### src/rtl/ea_pkg.sv
package ea_pkg;
  parameter int OP_W   = 9;
  parameter int AC_W   = 4;
  parameter int X_W    = 4;
  parameter int ADDR_W = 18;
  localparam int WORD_W = OP_W + AC_W + 1 + X_W + ADDR_W;

  typedef logic [ADDR_W-1:0] addr_t;
  typedef logic [WORD_W-1:0] word_t;

  typedef struct packed {
    logic [OP_W-1:0] op;
    logic [AC_W-1:0] ac;
    logic            ind;
    logic [X_W-1:0]  idx;
    addr_t           addr;
  } instr_t;

  typedef enum logic [2:0] {
    S_IDLE,
    S_FETCH,
    S_LOAD,
    S_RESOLVE,
    S_XWAIT,
    S_IWAIT,
    S_DONE,
    S_HANG
  } seq_state_t;

  function automatic addr_t ea_index_add(addr_t base, addr_t reg_low);
    return base + reg_low;
  endfunction

  function automatic addr_t ea_next_pc(addr_t cur);
    return cur + ADDR_W'(1);
  endfunction

  function automatic instr_t ea_split(word_t w);
    return instr_t'(w);
  endfunction
endpackage

### src/rtl/ea_ctrl.sv
module ea_ctrl
  import ea_pkg::*;
(
  input  logic clk,
  input  logic rst_n,
  input  logic start,
  input  logic op_valid,
  input  logic idx_nz,
  input  logic ind_set,
  output logic fetch_rd,
  output logic ir_load,
  output logic x_rd,
  output logic x_add,
  output logic i_rd,
  output logic i_load,
  output logic done,
  output logic hang
);
  seq_state_t state_q, state_d;

  always_ff @(posedge clk or negedge rst_n) begin
    if (!rst_n) state_q <= S_IDLE;
    else        state_q <= state_d;
  end

  always_comb begin
    state_d = state_q;
    unique case (state_q)
      S_IDLE:    if (start) state_d = S_FETCH;
      S_FETCH:   state_d = S_LOAD;
      S_LOAD:    state_d = S_RESOLVE;
      S_RESOLVE: begin
        if (idx_nz)       state_d = S_XWAIT;
        else if (ind_set) state_d = S_IWAIT;
        else              state_d = S_DONE;
      end
      S_XWAIT:   state_d = S_RESOLVE;
      S_IWAIT:   state_d = S_RESOLVE;
      S_DONE:    state_d = op_valid ? S_IDLE : S_HANG;
      S_HANG:    state_d = S_HANG;
      default:   state_d = S_IDLE;
    endcase
  end

  assign fetch_rd = (state_q == S_FETCH);
  assign ir_load  = (state_q == S_LOAD);
  assign x_rd     = (state_q == S_RESOLVE) && idx_nz;
  assign x_add    = (state_q == S_XWAIT);
  assign i_rd     = (state_q == S_RESOLVE) && !idx_nz && ind_set;
  assign i_load   = (state_q == S_IWAIT);
  assign done     = (state_q == S_DONE);
  assign hang     = (state_q == S_HANG);
endmodule

### src/rtl/ea_regs.sv
module ea_regs
  import ea_pkg::*;
#(
  parameter addr_t RESET_PC = '0
) (
  input  logic            clk,
  input  logic            rst_n,
  input  logic            ir_load,
  input  logic            x_add,
  input  logic            i_load,
  input  word_t           mem_word,
  input  addr_t           reg_low,
  output addr_t           pc_q,
  output logic [OP_W-1:0] op_q,
  output logic [AC_W-1:0] ac_q,
  output logic            ind_q,
  output logic [X_W-1:0]  idx_q,
  output addr_t           ar_q
);
  instr_t fetched;
  assign fetched = ea_split(mem_word);

  always_ff @(posedge clk or negedge rst_n) begin
    if (!rst_n) begin
      pc_q  <= RESET_PC;
      op_q  <= '0;
      ac_q  <= '0;
      ind_q <= 1'b0;
      idx_q <= '0;
      ar_q  <= '0;
    end else if (ir_load) begin
      pc_q  <= ea_next_pc(pc_q);
      op_q  <= fetched.op;
      ac_q  <= fetched.ac;
      ind_q <= fetched.ind;
      idx_q <= fetched.idx;
      ar_q  <= fetched.addr;
    end else if (x_add) begin
      ar_q  <= ea_index_add(ar_q, reg_low);
      idx_q <= '0;
    end else if (i_load) begin
      ind_q <= fetched.ind;
      idx_q <= fetched.idx;
      ar_q  <= fetched.addr;
    end
  end
endmodule

### src/rtl/ea_port_mux.sv
module ea_port_mux
  import ea_pkg::*;
(
  input  logic           fetch_rd,
  input  logic           x_rd,
  input  logic           i_rd,
  input  addr_t          pc_q,
  input  addr_t          ar_q,
  input  logic [X_W-1:0] idx_q,
  output logic           mem_rd_en,
  output addr_t          mem_rd_addr,
  output logic           reg_rd_en,
  output logic [X_W-1:0] reg_rd_idx
);
  always_comb begin
    mem_rd_en   = fetch_rd | i_rd;
    mem_rd_addr = '0;
    if (fetch_rd)  mem_rd_addr = pc_q;
    else if (i_rd) mem_rd_addr = ar_q;
    reg_rd_en  = x_rd;
    reg_rd_idx = x_rd ? idx_q : '0;
  end
endmodule

### src/rtl/ea_sequencer.sv
module ea_sequencer
  import ea_pkg::*;
#(
  parameter logic [ADDR_W-1:0] RESET_PC = '0
) (
  input  logic              clk,
  input  logic              rst_n,
  input  logic              start,
  input  logic              op_valid,
  output logic              mem_rd_en,
  output logic [ADDR_W-1:0] mem_rd_addr,
  input  logic [WORD_W-1:0] mem_rd_data,
  output logic              reg_rd_en,
  output logic [X_W-1:0]    reg_rd_idx,
  input  logic [ADDR_W-1:0] reg_rd_data,
  output logic [ADDR_W-1:0] pc,
  output logic              done,
  output logic [OP_W-1:0]   done_op,
  output logic [AC_W-1:0]   done_ac,
  output logic [ADDR_W-1:0] done_ea,
  output logic              error
);
  logic            fetch_rd, ir_load, x_rd, x_add, i_rd, i_load, hang;
  logic [OP_W-1:0] op_fld;
  logic [AC_W-1:0] ac_fld;
  logic            ind_fld;
  logic [X_W-1:0]  x_fld;
  addr_t           ar_fld;

  ea_ctrl u_ctrl (
    .clk      (clk),
    .rst_n    (rst_n),
    .start    (start),
    .op_valid (op_valid),
    .idx_nz   (x_fld != '0),
    .ind_set  (ind_fld),
    .fetch_rd (fetch_rd),
    .ir_load  (ir_load),
    .x_rd     (x_rd),
    .x_add    (x_add),
    .i_rd     (i_rd),
    .i_load   (i_load),
    .done     (done),
    .hang     (hang)
  );

  ea_regs #(.RESET_PC(RESET_PC)) u_regs (
    .clk      (clk),
    .rst_n    (rst_n),
    .ir_load  (ir_load),
    .x_add    (x_add),
    .i_load   (i_load),
    .mem_word (mem_rd_data),
    .reg_low  (reg_rd_data),
    .pc_q     (pc),
    .op_q     (op_fld),
    .ac_q     (ac_fld),
    .ind_q    (ind_fld),
    .idx_q    (x_fld),
    .ar_q     (ar_fld)
  );

  ea_port_mux u_mux (
    .fetch_rd    (fetch_rd),
    .x_rd        (x_rd),
    .i_rd        (i_rd),
    .pc_q        (pc),
    .ar_q        (ar_fld),
    .idx_q       (x_fld),
    .mem_rd_en   (mem_rd_en),
    .mem_rd_addr (mem_rd_addr),
    .reg_rd_en   (reg_rd_en),
    .reg_rd_idx  (reg_rd_idx)
  );

  assign done_op = done ? op_fld : '0;
  assign done_ac = done ? ac_fld : '0;
  assign done_ea = done ? ar_fld : '0;
  assign error   = hang;
endmodule

### config.mk
export PLATFORM = sky130hd
export DESIGN_NAME = ea_sequencer
export DESIGN_NICKNAME = d
export VERILOG_FILES = /design/src/rtl/ea_pkg.sv /design/src/rtl/ea_ctrl.sv /design/src/rtl/ea_regs.sv /design/src/rtl/ea_port_mux.sv /design/src/rtl/ea_sequencer.sv
export SDC_FILE = /design/constraint.sdc
export NUM_CORES = 1
export LEC_CHECK = 0
export BUFFER_PORTS_ARGS = -buffer_cell sky130_fd_sc_hd__buf_2
export CORE_MARGIN = 4
export CORE_UTILIZATION = 47
export DETAILED_ROUTE_END_ITERATION = 7
export PLACE_DENSITY = 0.78
export SETUP_SLACK_MARGIN = 0.4
export SLEW_MARGIN = 20
export SYNTH_ARGS = -nofsm -noshare
export SYNTH_HDL_FRONTEND = slang
export SYNTH_SLANG_ARGS = --single-unit
export TNS_END_PERCENT = 50
### constraint.sdc
create_clock -name clk -period 2.1 [get_ports clk]
set_input_delay 0.42 -clock clk [delete_from_list [all_inputs] [get_ports clk]]
set_output_delay 0.42 -clock clk [all_outputs]
set_load 0.05 [all_outputs]
==> out/results.txt, run 1 <==
outcome: complete, but fails checks
failing checks: setup timing
total CTS buffers: 9
DRT Pass-1 Iters: 5
Syn-to-layout area delta: 55.6%
P_leak: 0.00306 uW
CP Max Fanout: 17
final non-filler cell total: 751
post-layout util: 0.761
Min-Delay Path Class: primary input to asynchronous set/reset pin
setup_tns: -4.41 ns
Post-synth EDFFs: 0
pre-CTS setup slack: -0.226 ns
Finish-stage setup viols: 45
final antenna-violating net count: 0
flop-to-flop setup slack: -0.06 ns
Vias: 4333
Mapped Avg Cell Area: 9.03 sq um
first-pass GRT wire length: 21.5 mm
TritonCTS clock tree: done
hold_buf cts: 0
yosys synthesis warning count: 0
initial drt markers: 234
GR Overflow Total: 0
worst slew pin tran: 0.566 ns
Clock transition at path regs: 0.08 ns
CP required: 1.68 ns
most used flip-flop cell after synthesis: dfrtp_1
clk sink count: 57
final HPWL from detailed placement: 9.76 mm
Unique masters post-synth: 61
Final #Nets: 718
DRC Markers: 0
count of pins over their slew limit: 0
RSZ-0062 raised after global routing: true
Row Count: 33
Total Wirelength: 13.5 mm
Die Height: 101 um
synthesized area: 4080 sq um
Mapped Cells: 452
Routability Congestion: 0.965
Setup crit start kind: flop
placed insts: 725
register area share after synthesis: 0.349
commonest non-fill, non-tap cells in the layout: 83 x buf_4, 76 x buf_2, 55 x dfrtp_1
largest net degree at the start of global routing: 29
slack of the critical path: -0.228 ns
# IOs: 133
CTS Root Cell: clkbuf_8
clk_lat worst skew: 0.33 ns
period utilization: 1.11
Die Area: 10200 sq um
most common cell after layout, fill and taps aside: buf_4
All-Layer GR Usage: 0.264
Port Buffers: 132
Period minus WS final: 2.33 ns
Crit. End Element: output port
vias per cell: 5.77
peak supply drop: 780 uV
PwrDens: 1550 nW/um^2
relative slew slack: 0.621
clock buffer depth: 2
Initial Utilization: 0.489
Final Skew: 0.0112 ns
WL/cell: 18.0 um
Setup CP Type: flop to output port
vias in the first global route: 4314
#FFs+latches synth: 57
DIE WIDTH: 101 um
initial antenna violation count: 0
Final Hold Fails: 0
Core Area: 8340 sq um
WP data arrival: 1.91 ns
layout cells sized above 1: 0.488
Final Power: 9810 uW
Post-Syn Nets: 529
Max Cap Viol: 0
Max Freq: 0.430 GHz
Async S/R FF share, synth: 1.00
H-Tree Depth: 3
ant diodes: 0
[where the power goes]
| group | internal (uW) | switching [uW] | total (uW) |
|---|---|---|---|
| Sequential | 1550 | 475 | 2020 |
| Combinational | 2900 | 3740 | 6650 |
| Clock | 667 | 478 | 1150 |
| Total | 5120 | 4700 | 9810 |
[layout make-up]
cell class / count / area [sq um]
Clock inverter: 7 / 93.8
Tap cell: 105 / 131
Fill cell: 533 / 1990
Timing Repair Buffer: 203 / 1610
Inverter: 6 / 23.8
Multi-Input combinational cell: 364 / 2940
Clock buffer: 9 / 124
Sequential cell: 57 / 1430
[metal layers]
| layer | share of wire | vias to the layer above | track usage |
|---|---|---|---|
| li1 | - | 2026 | - |
| met5 | 0 | - | 0 |
| met3 | 0.062 | 14 | 0.0393 |
| met4 | 0.012 | 0 | 0.0757 |
| met2 | 0.51 | 170 | 0.454 |
| met1 | 0.42 | 2123 | 0.345 |
[final timing paths]
path | from | end | cells after the start
min in group clk | op_valid | u_ctrl.state_q[1] | 2
hold / removal | rst_n | u_regs.pc_q[16] | 1
max in group asynchronous | rst_n | u_regs.ar_q[3] | 3
setup reg to reg | u_regs.ar_q[0] | u_regs.ar_q[16] | 9
hold reg to reg | u_regs.op_q[8] | u_regs.op_q[8] | 1
setup / recovery | u_regs.idx_q[0] | mem_rd_addr[10] | 6
[cell families (layout without fill, tap and decap cells)]
family,after synthesis,after routing,share of synthesized area
simple gates,162,162,0.207
mux,26,26,0.0693
flops,57,57,0.349
xor+xnor,28,28,0.0601
compound gates,129,129,0.220
fa+ha+maj,19,19,0.0601
buf+inv,31,225,0.0340
[worst max-delay path: stages, from the launching register on]
cell	delay, ns
dfrtp_1	0.43
nor4_4	0.34
nand3_2	0.16
nor2_4	0.14
buf_12	0.19
a22o_4	0.15
buf_8	0.14
[registers in the layout, indices dropped and copies added (netlist names)]
name,count
u_ctrl.state_q,3
u_regs.ac_q,4
u_regs.ar_q,18
u_regs.idx_q,4
u_regs.ind_q,1
u_regs.op_q,9
u_regs.pc_q,18
[synthesized netlist by cell type, drive strengths merged (2+ instances only)]
master	count	share of area
a21boi	2	0.0037
a221o	2	0.0052
buf	11	0.016
or3	2	0.0031
nor2b	5	0.0077
a31oi	4	0.0061
mux2	15	0.042
ha	18	0.055
a21oi	29	0.036
a22oi	6	0.011
a22o	24	0.052
o211ai	3	0.0067
inv	5	0.0046
a21o	4	0.0074
o21bai	2	0.0037
o221ai	2	0.0043
o31ai	4	0.0074
clkbuf	14	0.013
xor2	13	0.028
xnor2	15	0.032
nor4	3	0.0046
nand4	7	0.014
nand2	41	0.038
dfrtp	57	0.35
nor3	4	0.0049
o21a	2	0.0037
or2	2	0.0031
o21ai	24	0.030
a221oi	5	0.011
o22ai	5	0.0077
a211oi	6	0.014
and3	12	0.019
and2	34	0.053
mux2i	11	0.027
nand3	11	0.016
nor2	39	0.040
[per-stage QoR]
stage | hold slack, ns | instance area, sq um
5_1_grt | 0.0834 | 6350
3_3_place_gp | 0.412 | 5580
2_1_floorplan | 0.124 | 4410
6_report | 0.0524 | 6350
3_5_place_dp | 0.424 | 5580
4_1_cts | 0.0604 | 6240
[repair_timing]
action	4_1_cts	5_1_grt
resized for setup	129	24
setup endpoints to repair	95	98
pin swaps	30	26
setup buffers	7	3
cloned	0	0
Note: power is estimated with default switching activity, not from simulation.
==> run 2: changes to the inputs <==
- CORE_UTILIZATION: 47 -> 55
- PLACE_DENSITY: 0.78 -> 0.86
- SYNTH_HIERARCHICAL: default -> 1
- clock period: 2.1 -> 3 ns (I/O delays scaled with it)
==> run 2 against run 1 <==
  * The run still ends with setup timing left
  * Clock skew is 0.0038 ns higher
  * Critical path depth grew 1
  * Register-to-register slack improved by 0.57 ns
  * Global-route usage increased by 2.2 points
  * Highest routed layer unchanged
  * Largest power group unchanged
  * Sequential power decreased by 27%
  * Cell area decreased by 18%
  * Worst setup slack improved by 0.18 ns
==> out/results.txt, run 2 <==
outcome: complete, but fails checks (unchanged)
failing checks: setup timing (unchanged)
Die Height: 92.7 um (was 101 um)
Setup CP Type: flop to output port (unchanged)
most instantiated library cell after synthesis: dfrtp_1 (unchanged)
Net Sw Frac: 0.510 (was 0.479)
count of pins over their slew limit: 0 (unchanged)
Post-synth EDFFs: 0 (unchanged)
period utilization: 1.02
footprint of the multi-input gates: 2460 sq um (was 2940 sq um)
CP Depth: 7 (was 6)
Total Wirelength: 12.5 mm (was 13.5 mm)
initial antenna violation count: 0 (unchanged)
pre-CTS setup slack: 0.229 ns (was -0.226 ns)
Finish-stage setup viols: 3 (was 45)
Setup crit start kind: flop (unchanged)
DIE WIDTH: 92.7 um (was 101 um)
CP max-delay cell: or4_4 (was dfrtp_1)
Routability Congestion: 0.864 (was 0.965)
vias per cell: 6.03 (was 5.77)
Worst path top cell family by delay: simple AND/OR/NAND/NOR gates (unchanged)
Async S/R FF share, synth: 1.00 (unchanged)
commonest non-fill, non-tap cells in the layout: 113 x buf_2, 55 x dfrtp_1, 36 x and2_1 (was 83 x buf_4, 76 x buf_2, 55 x dfrtp_1)
worst slew pin tran: 0.670 ns (was 0.566 ns)
CP Max Fanout: 6 (was 17)
PwrDens: 1050 nW/um^2 (was 1550 nW/um^2)
H-Tree Depth: 3 (unchanged)
DRT Pass-1 Iters: 5 (unchanged)
FF+latch area: 1430 sq um (unchanged)
Unique masters post-synth: 60 (was 61)
ordered cell list for the critical path: or4_4 -> or2b_1 -> nor3_2 -> nor2b_4 -> buf_4 -> a22o_2 -> buf_6 (was nor4_4 -> nand3_2 -> nor2_4 -> buf_12 -> a22o_4 -> buf_8)
peak supply drop: 451 uV (was 780 uV)
clk_lat worst skew: 0.33 ns (about the same)
fillers: 479 (was 533)
Core Area: 6870 sq um (was 8340 sq um)
Period minus WS final: 3.05 ns
WP data arrival: 2.45 ns (was 1.91 ns)
Reg power frac: 0.270 (was 0.206)
clk sink count: 57 (unchanged)
Final Skew: 0.0150 ns (was 0.0112 ns)
vias in the first global route: 3943 (was 4314)
layout cells sized above 1: 0.379 (was 0.488)
Area contributors post-synth: dfrtp_1 36%, and2_1 5.7%, ha_1 5.7% (was dfrtp_1 35%, ha_1 5.5%, a22o_1 5.2%)
# IOs: 133 (unchanged)
most common cell after layout, fill and taps aside: buf_2 (was buf_4)
final non-filler cell total: 664 (was 751)
relative slew slack: 0.553 (was 0.621)
GR Overflow Total: 0 (unchanged)
synthesized area: 3950 sq um (was 4080 sq um)
DRC Markers: 0 (unchanged)
internal power: 2660 uW (was 5120 uW)
top cells by count, synth: 57 x dfrtp_1, 36 x and2_1, 34 x nand2_1 (was 57 x dfrtp_1, 41 x nand2_1, 35 x nor2_1)
CTS Root Cell: clkbuf_8 (unchanged)
final antenna-violating net count: 0 (unchanged)
Reg2Reg Depth: 8 (was 9)
Post-Syn Nets: 506 (was 529)
RSZ-0062 raised after global routing: true (unchanged)
WL/cell: 18.9 um (was 18.0 um)
first-pass GRT wire length: 19.6 mm (was 21.5 mm)
largest net degree at the start of global routing: 58 (was 29)
All-Layer GR Usage: 0.285 (was 0.264)
Port Buffers: 132 (unchanged)
Syn-to-layout area delta: 31.4% (was 55.6%)
Max Freq: 0.328 GHz
area leader, netlist: dfrtp_1 (unchanged)
biggest registers after layout: u_regs/ar_q: 18 flops, u_regs/pc_q: 18 flops, u_regs/op_q: 9 flops (was u_regs.ar_q: 18 flops, u_regs.pc_q: 18 flops, u_regs.op_q: 9 flops)
Crit. End Element: output port (unchanged)
placed insts: 643 (was 725)
Final Hold Fails: 0 (unchanged)
post-synth top area share: 0.361 (was 0.349)
most used flip-flop cell after synthesis: dfrtp_1 (unchanged)
Mapped Avg Cell Area: 9.21 sq um (was 9.03 sq um)
Initial Utilization: 0.575 (was 0.489)
Comb power frac: 0.611 (was 0.677)
final HPWL from detailed placement: 8.81 mm (was 9.76 mm)
Vias: 4006 (was 4333)
Die Area: 8600 sq um (was 10200 sq um)
CP required: 2.40 ns (was 1.68 ns)
Row Count: 30 (was 33)
Net Switching: 2770 uW (was 4700 uW)
flop-to-flop setup slack: 0.51 ns (was -0.06 ns)
Max Cap Viol: 0 (unchanged)
Final #Nets: 640 (was 718)
clock share of power: 0.119 (was 0.117)
setup_tns: -0.0811 ns (was -4.41 ns)
TritonCTS clock tree: done (unchanged)
initial drt markers: 418 (was 234)
yosys synthesis warning count: 6 (was 0)
P_leak: 0.00259 uW (was 0.00306 uW)
clock buffer depth: 2 (unchanged)
ant diodes: 0 (unchanged)
Worst Path Buf+Inv: 2 (unchanged)
#FFs+latches synth: 57 (unchanged)
Crit path largest cell delay: 0.55 ns (was 0.43 ns)
slack of the critical path: -0.0508 ns (was -0.228 ns)
Clock transition at path regs: 0.07 ns (was 0.08 ns)
register area share after synthesis: 0.361 (was 0.349)
Min-Delay Path Class: primary input to asynchronous set/reset pin (unchanged)
total CTS buffers: 9 (unchanged)
Mapped Cells: 429 (was 452)
## run 2: power groups by stage
| stage | Clock, uW | Combinational, uW | Sequential, uW |
|---|---|---|---|
| 6_report | 646 | 3320 | 1470 |
| 2_1_floorplan | 0 | 2490 | 1370 |
| 4_1_cts | 653 | 3170 | 1440 |
| 3_5_place_dp | 0 | 3120 | 1450 |
| 5_1_grt | 702 | 3580 | 1510 |
| 3_3_place_gp | 0 | 3030 | 1430 |
## run 2: final timing paths
path                                    from                end
min in group clk             mem_rd_data[14]    u_regs/ar_q[14]
setup reg to reg           u_ctrl/state_q[1]    u_regs/ar_q[11]
hold reg to reg               u_regs/ac_q[3]     u_regs/ac_q[3]
setup / recovery             u_regs/idx_q[1]    mem_rd_addr[10]
max in group asynchronous              rst_n  u_ctrl/state_q[1]
hold / removal                         rst_n     u_regs/ar_q[3]
## run 2: cells by family after synthesis
| group | after synthesis | synth area share |
|---|---|---|
| AOI/OAI and AO/OA | 118 | 0.208 |
| xor gates and xnor gates | 31 | 0.0687 |
| adders and majority gates | 19 | 0.0621 |
| buffers and inverters | 39 | 0.0554 |
| DFF | 57 | 0.361 |
| muxes | 15 | 0.0424 |
| and+or+nand+nor | 150 | 0.202 |
## run 2: final cells by class
class	count	area share
Inverter	14	0.0108
Multi-Input combinational cell	333	0.475
Tap cell	96	0.0231
Timing Repair Buffer	148	0.181
Clock buffer	11	0.0292
Sequential cell	57	0.275
Clock inverter	5	0.00579
## run 2: layer usage
metal / GRT usage / vias to the layer above / share of wire
met5: 0 / - / 0
met2: 0.480 / 208 / 0.50
met4: 0.122 / 0 / 0.032
met3: 0.0504 / 42 / 0.078
li1: - / 1810 / -
met1: 0.360 / 1946 / 0.39
## run 2: through the flow
| stage | hold slack, ns | utilization | total power [uW] | instance area (sq um) |
|---|---|---|---|---|
| after detailed placement | 0.495 | 0.693 | 4570 | 4760 |
| after floorplan | 0.304 | - | 3860 | 4030 |
| after global placement | 0.480 | 0.693 | 4450 | 4760 |
| after CTS | 0.265 | 0.734 | 5260 | 5040 |
| after global routing | 0.256 | 0.756 | 5790 | 5190 |
| final | 0.255 | 0.756 | 5440 | 5190 |
## run 2: timing repair
| item | in CTS | in global routing |
|---|---|---|
| hold endpoints to repair | 0 | 0 |
| hold buffers | 0 | 0 |
| setup endpoints to repair | 19 | 33 |
| gates resized for setup | 30 | 38 |
| setup buffers | 1 | 3 |
| pin swaps | 0 | 8 |
| gates cloned | 0 | 1 |
## run 2: worst reg2reg max path, cell delays in order, from the launching register on
cell and delay (ns):
dfrtp_2 0.47, nor2b_4 0.21, nor2b_4 0.49, clkinvlp_4 0.38, nand2_4 0.19, nor3_2 0.07
a21oi_1 0.14, o21ai_1 0.08, or3_1 0.34
==> run 3: changes to the inputs <==
- PLACE_DENSITY: 0.86 -> default
- PLACE_DENSITY_LB_ADDON: default -> 0.15
==> run 3 against run 2 <==
  * The run still ends with setup timing left
  * Hold slack improved by 0.045 ns
  * Flip-flop and latch count unchanged
  * Sequential share of layout area decreased by 0.094 points
  * Via count decreased by 3.1%
  * Worst setup slack got worse by 0.0037 ns
  * Utilization increased by 0.13 points
  * Critical path depth unchanged
  * Sequential power about the same
  * Clock skew decreased by 0.0038 ns
  * Die area unchanged
  * Largest cell class unchanged
==> out/results.txt, run 3 (synthesis results as in run 2) <==
most common cell after layout, fill and taps aside: buf_2 (unchanged)
total CTS buffers: 9 (unchanged)
biggest registers after layout: u_regs/ar_q: 18 flops, u_regs/pc_q: 18 flops, u_regs/op_q: 9 flops (unchanged)
H-Tree Depth: 3 (unchanged)
clk_lat worst skew: 0.33 ns (about the same)
GR Overflow Total: 0 (unchanged)
CP Max Fanout: 8 (was 6)
Initial Utilization: 0.575 (unchanged)
outcome: complete, but fails checks (unchanged)
Max Freq: 0.327 GHz (was 0.328 GHz)
DRC Markers: 0 (unchanged)
commonest non-fill, non-tap cells in the layout: 113 x buf_2, 57 x dfrtp_1, 36 x and2_1 (was 113 x buf_2, 55 x dfrtp_1, 36 x and2_1)
Vias: 3881 (was 4006)
Row Count: 30 (unchanged)
layout cells sized above 1: 0.360 (was 0.379)
TritonCTS clock tree: done (unchanged)
clock share of power: 0.130 (was 0.119)
clk sink count: 57 (unchanged)
failing checks: setup timing (unchanged)
Setup crit start kind: flop (unchanged)
CP required: 2.40 ns (about the same)
Final Hold Fails: 0 (unchanged)
initial antenna violation count: 0 (unchanged)
DRT Pass-1 Iters: 5 (unchanged)
All-Layer GR Usage: 0.270 (was 0.285)
Min-Delay Path Class: primary input to asynchronous set/reset pin (unchanged)
final HPWL from detailed placement: 8.75 mm (was 8.81 mm)
vias in the first global route: 3767 (was 3943)
peak supply drop: 502 uV (was 451 uV)
# IOs: 133 (unchanged)
Setup CP Type: flop to output port (unchanged)
Hold WS: 0.300 ns (was 0.255 ns)
CTS Root Cell: clkbuf_8 (unchanged)
Port Buffers: 132 (unchanged)
vias per cell: 5.83 (was 6.03)
slack of the critical path: -0.0545 ns (was -0.0508 ns)
largest net degree at the start of global routing: 34 (was 58)
Final Power: 5420 uW (was 5440 uW)
Period minus WS final: 3.05 ns (about the same)
ant diodes: 0 (unchanged)
period utilization: 1.02 (about the same)
Comb power frac: 0.601 (was 0.611)
worst slew pin tran: 0.683 ns (was 0.670 ns)
Routability Congestion: 0.925 (was 0.864)
Final #Nets: 642 (was 640)
first-pass GRT wire length: 18.6 mm (was 19.6 mm)
internal power: 2700 uW (was 2660 uW)
P_leak: 0.00260 uW (was 0.00259 uW)
RSZ-0062 raised after global routing: true (unchanged)
relative slew slack: 0.545 (was 0.553)
Finish-stage setup viols: 17 (was 3)
Crit. End Element: output port (unchanged)
Reg power frac: 0.269 (was 0.270)
initial drt markers: 230 (was 418)
clock buffer depth: 2 (unchanged)
final antenna-violating net count: 0 (unchanged)
WL/cell: 17.6 um (was 18.9 um)
Final Skew: 0.0112 ns (was 0.0150 ns)
Reg2Reg Depth: 8 (unchanged)
PwrDens: 1040 nW/um^2 (was 1050 nW/um^2)
count of pins over their slew limit: 0 (unchanged)
Die Area: 8600 sq um (unchanged)
Net Sw Frac: 0.502 (was 0.510)
Max Cap Viol: 0 (unchanged)
Clock transition at path regs: 0.07 ns (about the same)
post-layout util: 0.757 (was 0.756)
DIE WIDTH: 92.7 um (unchanged)
Syn-to-layout area delta: 31.6% (was 31.4%)
WP data arrival: 2.45 ns (about the same)
Net Switching: 2720 uW (was 2770 uW)
Die Height: 92.7 um (unchanged)
Total Wirelength: 11.7 mm (was 12.5 mm)
Core Area: 6870 sq um (unchanged)
-- run 3: changes by cell type in the layout (fill, tap and decap cells not counted), moves of 2 or more --
cell	previous run	this run
nor2_1	25	27
nand2_1	31	34
clkbuf_8	11	9
dfrtp_2	2	0
nor3_2	2	0
buf_8	4	10
buf_4	12	16
dfrtp_1	55	57
nor2_2	2	0
nand2_4	2	0
buf_6	18	9
-- run 3: final cells by class --
type                            count  area, sq um
Timing Repair Buffer              150          982
Inverter                           14         52.6
Tap cell                           96          120
Clock buffer                        9          124
Fill cell                         518         1670
Clock inverter                      7         71.3
Multi-Input combinational cell    333         2420
Sequential cell                    57         1430
-- run 3: power by group through the flow --
stage / clock network [uW] / logic (uW) / registers, uW
after detailed placement: 0 / 3110 / 1460
after CTS: 710 / 3190 / 1450
after global placement: 0 / 3040 / 1440
after floorplan: 0 / 2490 / 1370
after global routing: 754 / 3520 / 1500
final: 705 / 3250 / 1460
-- run 3: timing repair --
action	CTS	global route
gates resized for setup	52	0
buffers inserted	1	5
endpoints found under the setup margin	19	26
pin swaps	1	5
hold buffers	0	0
cloned	0	1
-- run 3: stage by stage --
stage | cells | setup WS [ns] | area, sq um | setup TNS [ns]
3_3_place_gp | 643 | 0.227 | 4760 | 0
3_5_place_dp | 643 | 0.178 | 4760 | 0
2_1_floorplan | 429 | 0.292 | 4030 | 0
4_1_cts | 660 | 0.00908 | 5140 | 0
6_report | 666 | -0.0545 | 5200 | -0.275
5_1_grt | 666 | -0.108 | 5200 | -1.22
-- run 3: worst paths after layout --
kind / endpoint / slack, ns / startpoint
worst max-delay path: mem_rd_addr[2] / -0.05 / u_regs/idx_q[0]
worst min-delay path: u_regs/op_q[4] / 0.30 / rst_n
worst max register to register: u_regs/ar_q[14] / 0.46 / u_regs/ar_q[0]
worst min register to register: u_regs/op_q[0] / 0.51 / u_regs/op_q[0]
max in group asynchronous: u_regs/ar_q[5] / 2.01 / rst_n
min in group clk: u_ctrl/state_q[0] / 0.46 / op_valid
-- run 3: critical path, stage by stage (launching register included) --
cell and delay [ns]:
dfrtp_1 0.38, or4_4 0.54, or2b_1 0.29, nor3_4 0.19, nor2b_4 0.23, buf_12 0.14
a22o_1 0.16, buf_6 0.17
-- run 3: metal layers --
metal	wire length, um	global-route usage	up-vias
met4	235	0.100	0
met2	6000	0.468	170
met3	823	0.0431	20
met5	0	0	-
met1	4680	0.338	1872
li1	-	-	1819
